<file path="src/rtl/cko_gate_pkg.sv">
package cko_gate_pkg;

    localparam int unsigned CTL_W = 2;

    typedef enum logic [1:0] {
        GS_RUN   = 2'd0,
        GS_DRAIN = 2'd1,
        GS_PARK  = 2'd2,
        GS_REARM = 2'd3
    } gate_state_e;

    typedef struct packed {
        logic lvl;
        logic fell;
    } src_view_t;

    typedef struct packed {
        gate_state_e st;
        logic        out;
    } gate_reg_t;

    function automatic logic ctl_disables(input logic [CTL_W-1:0] c);
        return |c;
    endfunction

endpackage

</file>
<file path="src/rtl/cko_src_sync.sv">
module cko_src_sync
    import cko_gate_pkg::*;
#(
    parameter int unsigned STAGES = 2
) (
    input  logic      clk,
    input  logic      rst,
    input  logic      src_raw,
    output src_view_t view
);

    localparam int unsigned LAST = STAGES - 1;

    logic [STAGES-1:0] chain;
    logic              lvl_d;

    for (genvar g = 0; g < STAGES; g++) begin : g_stage
        if (g == 0) begin : g_first
            always_ff @(posedge clk) begin
                if (rst) chain[0] <= 1'b1;
                else     chain[0] <= src_raw;
            end
        end else begin : g_next
            always_ff @(posedge clk) begin
                if (rst) chain[g] <= 1'b1;
                else     chain[g] <= chain[g-1];
            end
        end
    end

    always_ff @(posedge clk) begin
        if (rst) lvl_d <= 1'b1;
        else     lvl_d <= chain[LAST];
    end

    always_comb begin
        view.lvl  = chain[LAST];
        view.fell = lvl_d & ~chain[LAST];
    end

endmodule

</file>
<file path="src/rtl/cko_gate_fsm.sv">
module cko_gate_fsm
    import cko_gate_pkg::*;
(
    input  logic        clk,
    input  logic        rst,
    input  src_view_t   view,
    input  logic        dis_req,
    output logic        out,
    output gate_state_e state
);

    gate_reg_t cur;
    gate_reg_t nxt;

    always_comb begin
        nxt = cur;
        unique case (cur.st)
            GS_RUN: begin
                if (!dis_req) begin
                    nxt.out = view.lvl;
                end else if (cur.out) begin
                    nxt.st  = GS_PARK;
                    nxt.out = 1'b1;
                end else begin
                    nxt.out = view.lvl;
                    nxt.st  = view.lvl ? GS_PARK : GS_DRAIN;
                end
            end
            GS_DRAIN: begin
                nxt.out = view.lvl;
                if (!dis_req)      nxt.st = GS_RUN;
                else if (view.lvl) nxt.st = GS_PARK;
            end
            GS_PARK: begin
                nxt.out = 1'b1;
                if (!dis_req) nxt.st = GS_REARM;
            end
            GS_REARM: begin
                nxt.out = 1'b1;
                if (dis_req) begin
                    nxt.st = GS_PARK;
                end else if (view.fell) begin
                    nxt.st  = GS_RUN;
                    nxt.out = view.lvl;
                end
            end
            default: begin
                nxt.st  = GS_PARK;
                nxt.out = 1'b1;
            end
        endcase
    end

    always_ff @(posedge clk) begin
        if (rst) begin
            cur.st  <= GS_RUN;
            cur.out <= 1'b1;
        end else begin
            cur <= nxt;
        end
    end

    assign out   = cur.out;
    assign state = cur.st;

endmodule

</file>
<file path="src/rtl/cko_gate.sv">
module cko_gate
    import cko_gate_pkg::*;
#(
    parameter int unsigned SYNC_STAGES = 2
) (
    input  logic             clk,
    input  logic             rst,
    input  logic             src_tgl,
    input  logic [CTL_W-1:0] dis_ctl,
    output logic             clk_out
);

    src_view_t   src_v;
    gate_state_e g_state;
    logic        dis_req;

    assign dis_req = ctl_disables(dis_ctl);

    cko_src_sync #(.STAGES(SYNC_STAGES)) u_sync (
        .clk     (clk),
        .rst     (rst),
        .src_raw (src_tgl),
        .view    (src_v)
    );

    cko_gate_fsm u_fsm (
        .clk     (clk),
        .rst     (rst),
        .view    (src_v),
        .dis_req (dis_req),
        .out     (clk_out),
        .state   (g_state)
    );

endmodule

</file>
<file path="config.mk">
export PLATFORM = sky130hd
export DESIGN_NAME = cko_gate
export DESIGN_NICKNAME = d
export VERILOG_FILES = /design/src/rtl/cko_gate_pkg.sv /design/src/rtl/cko_src_sync.sv /design/src/rtl/cko_gate_fsm.sv /design/src/rtl/cko_gate.sv
export SDC_FILE = /design/constraint.sdc
export NUM_CORES = 1
export LEC_CHECK = 0
export ABC_AREA = 1
export ABC_CLOCK_PERIOD_IN_PS = 900
export BUFFER_PORTS_ARGS = -buffer_cell sky130_fd_sc_hd__buf_4
export CAP_MARGIN = 40
export CORE_AREA = 10 10 47 49
export DETAILED_ROUTE_END_ITERATION = 12
export DIE_AREA = 0 0 57 59
export PLACE_DENSITY = 0.5
export SYNTH_ARGS = -nofsm -noshare
export SYNTH_HDL_FRONTEND = slang
export SYNTH_SLANG_ARGS = --single-unit
</file>
<file path="constraint.sdc">
create_clock -name clk -period 0.9 [get_ports clk]
set_input_delay 0.18 -clock clk [delete_from_list [all_inputs] [get_ports clk]]
set_output_delay 0.18 -clock clk [all_outputs]
set_load 0.005 [all_outputs]
</file>
# [Word level (Yosys, flattened, before mapping)]
# Cells that the tools add are included.
[totals] in_bits=5 word_cells=28 output_inout_bits=1 reg_bits=6
[classes] muxes=11 eq_ne=7 bitwise_logic=2 n_reduce_logical=3
[op_table] cell="two-way mux 2 bit" n=6
[op_table] cell="case mux 3 bit (4 select lines)" n=1
[op_table] cell="two-way mux 3 bit" n=2
[op_table] cell="equality test 2 bit (second input constant)" n=2
[op_table] cell="AND reduction 4 bit" n=1
[op_table] cell="inequality test 3 x 2 -> 1 bit (second input constant)" n=1
[op_table] cell="inequality test 3 bit (second input constant)" n=1
[op_table] cell="equality test 2 x 1 -> 1 bit (second input constant)" n=1
[op_table] cell="logical NOT 2 bit" n=1
[op_table] cell="two-way mux 1 bit" n=2
[op_table] cell="inequality test 2 x 1 -> 1 bit (second input constant)" n=1
[op_table] cell="inequality test 2 bit (second input constant)" n=1
[op_table] cell="OR reduction 2 bit" n=1
[op_table] cell="AND 1 bit" n=1
[op_table] cell="inverter 1 bit" n=1

# [Depth between registers and ports, before layout]
[depth] word_depth=5 ltp_mapped=8 ltp_nobuf=8

# [By module]
# A second synthesis with hierarchy kept.
[hier_totals] hier_cells=53 hier_area_um2=324.1
[modules_own_cells] module="cko_gate_fsm" seq_area_each_um2=60.1 instances=1 area_per_inst_um2=211.5 cells_each=37
[modules_own_cells] module="cko_src_sync" seq_area_each_um2=60.1 instances=1 area_per_inst_um2=101.3 cells_each=13
[modules_own_cells] module="cko_gate" seq_area_each_um2=0.0 instances=1 area_per_inst_um2=11.3 cells_each=3

# [Least setup slack after synthesis]
# Ideal clock, no wire load.
[synth_timing] kind="register to register" startpoint="register u_fsm.cur, in the netlist u_fsm.state[0]" endpoint="register (tool-made name)" t_arrival_ns=0.882 required_time_ns=0.790 n_path_buf=0 synth_period_minus_slack_ns=0.992 setup_ns=0.110 stages_incl_launch_ff=8 slack_ns=-0.092 cell_sequence="dfxtp_1 -> nor2_2 -> nor2_4 -> nand2_2 -> nand2_2 -> nand2_1 -> nor2_2 -> nor2_2"
[synth_rtl] element="from (decl)" line="cko_gate_fsm.sv:12" text="gate_reg_t cur;"
[synth_rtl] element="from (signal assigned)" line="cko_gate_fsm.sv:59" text="cur <= nxt;"

==> impl_metrics.json <==
{
  "status": "finished with violations",
  "violations": "negative setup slack",
  "io_pins": 6,
  "wl_um": 677,
  "min-delay-start": "rst",
  "die_w_um": 57,
  "insertion_delay_ns": 0.24,
  "final-seq-area_um2": 130,
  "period_minus_slack_ns": 0.982,
  "setup_viol": 4,
  "worstSetupStartpointType": "flop",
  "antennaDiodeCount": 0,
  "setup.worst_path.end_class": "flop",
  "syn_nets": 50,
  "max_clock_freq_mhz": 1020,
  "ff2ff_setup_slack_ns": -0.08,
  "fin_cells": 75,
  "row_count": 14,
  "yosysWarningCount": 0,
  "final-max-slew-violation-count": 0,
  "multi_input_area_um2": 213,
  "ys_ff_latch": 6,
  "place_congestion": 0.664,
  "hold_class": "in -> reg",
  "synth_edf_count": 0,
  "fp.dieH_um": 59,
  "p_leak_uw": 0.000223,
  "hold_depth": 2,
  "first_iter_violations": 0,
  "synth_top_area_cell": "dfxtp_1",
  "clk_pin_slew_worst_paths_ns": 0.05,
  "timing.final.crit_share": 1.09,
  "dp.cells": 70,
  "via_count": 300,
  "die_area_um2": 3360,
  "clockRootBuffer": "clkbuf_4",
  "netlist_area_um2": 325,
  "vdd_drop_max_uv": 930,
  "grt_max_degree": 6,
  "start_util": 0.232,
  "synth_ff_type": "dfxtp_1",
  "first_pass_iters": 1,
  "worst_slew_pin_slew_ns": 0.198,
  "place_hpwl_um": 506,
  "core_area_um2": 1400,
  "cts_buffers": 3,
  "synthCells": 45,
  "wl_per_cell_um": 9.03,
  "grt_pass1_vias": 338,
  "synthToLayoutAreaGrowth_pct": 53.1,
  "rsz0062_at_grt": "true",
  "track_usage": 0.0446,
  "port_buffers": 5,
  "fin_tns_setup_ns": -0.207,
  "synth_top_cell_area_share": 0.369,
  "cts_hold_buffers": 0,
  "hold_viol": 0,
  "p_per_area_nw_per_um2": 2150,
  "p_total_uw": 1070,
  "arrival_ns": 1.13,
  "layout.nets": 65,
  "num-fill-cells": 164,
  "hold_path_end": "u_fsm.state[0]",
  "grt_pass1_wl_um": 1200,
  "cts_tree": "yes",
  "htree_levels": 1,
  "maxCapViolCount": 0,
  "grt-ovfl-total": 0,
  "antenna_found_initial": 0,
  "ys_top_cells_by_area": "dfxtp_1 37%, nand2_1 12%, nand2_2 7.7%, inv_1 6.9%, nand3_1 6.2%",
  "via_per_inst": 4.00,
  "critPathKind": "reg -> reg",
  "fin_skew_ns": 0.00541,
  "synth-seq-area-share": 0.369,
  "antenna_left": 0,
  "crit_fanout": 5,
  "drc": 0,
  "clock-sinks": 6,
  "avgSynthCellArea_um2": 7.23,
  "drive_above_1_share": 0.678,
  "async_reset_ff_frac": 0,
  "worstRegToRegCells": 7,
  "ys_types": 16,
  "fin_ws_ns": -0.0823,
  "critPathRequiredTime_ns": 1.04,
  "cts_max_path_buffers": 2,
  "final_cell_mix": "8 x nand2_2, 8 x buf_4, 6 x nand2_1",
  "max_slew_margin": 0.867
}
## routing by layer
metal | vias up | part of all wire | wire length, um | global-route usage
met4 | 0 | 0.016 | 11 | 0.0503
met3 | 2 | 0.065 | 44 | 0.0172
li1 | 168 | - | - | -
met2 | 5 | 0.45 | 304 | 0.0651
met1 | 125 | 0.47 | 317 | 0.0452
met5 | - | 0 | 0 | 0
## report_power, final
group | total (uW) | internal, uW | switching, uW
logic | 414 | 216 | 198
registers | 388 | 321 | 67.0
clock network | 267 | 168 | 99.2
total | 1070 | 705 | 364
## stage by stage
stage,setup WS (ns),hold slack (ns),cell area (um^2),utilization
5_1_grt,-0.139,0.0930,498,0.355
4_1_cts,-0.0868,0.0826,479,0.342
2_1_floorplan,-0.0244,0.233,343,-
3_5_place_dp,-0.0859,0.349,430,0.307
3_3_place_gp,-0.0936,0.353,430,0.307
6_report,-0.0823,0.0934,498,0.355
## worst max-delay path, stage by stage (launching register included)
cell     delay, ns
dfxtp_4       0.39
nor2_4        0.05
nand2_2       0.07
nand3_2       0.09
nand2_2       0.09
nand2_2       0.05
nor2_2        0.11
nor2_2        0.03
## cell usage after synthesis, types with 2 or more instances
library cell and instances:
nand2_1 10, nor2_2 3, nand3_1 4, or2_2 2, inv_1 6, nand2_2 4
dfxtp_1 6, nor2_1 2
## cell families after synthesis
family	share of synthesized area
DFF	0.369
AOI/OAI and AO/OA	0.0885
buffers and inverters	0.0808
and+or+nand+nor	0.462
## how the worst max path moves through the flow
stage                        start  slack (ns)    to  cells past startpoint
finish                        flop       -0.08  flop                      7
global route                  flop       -0.14  flop                      7
CTS                           flop       -0.09  flop                      8
detailed placement  u_fsm.state[0]       -0.09  flop                      8
global placement    u_sync.view[1]       -0.09  flop                      8
floorplan           u_fsm.state[0]       -0.02  flop                      8
## final cells by class
class | instances | area share
Clock buffer | 4 | 0.0528
Tap cell | 16 | 0.0402
Timing Repair Buffer | 10 | 0.166
Inverter | 7 | 0.0528
Sequential cell | 6 | 0.261
Multi-Input combinational cell | 32 | 0.427
## timing repair
item | in CTS | in global routing
pin swaps | 0 | 8
gates resized for setup | 6 | 9
buffers inserted | 1 | 0
endpoints found under the setup margin | 4 | 4
gates cloned | 0 | 0
No activity file was read; power rests on OpenSTA's default activity.
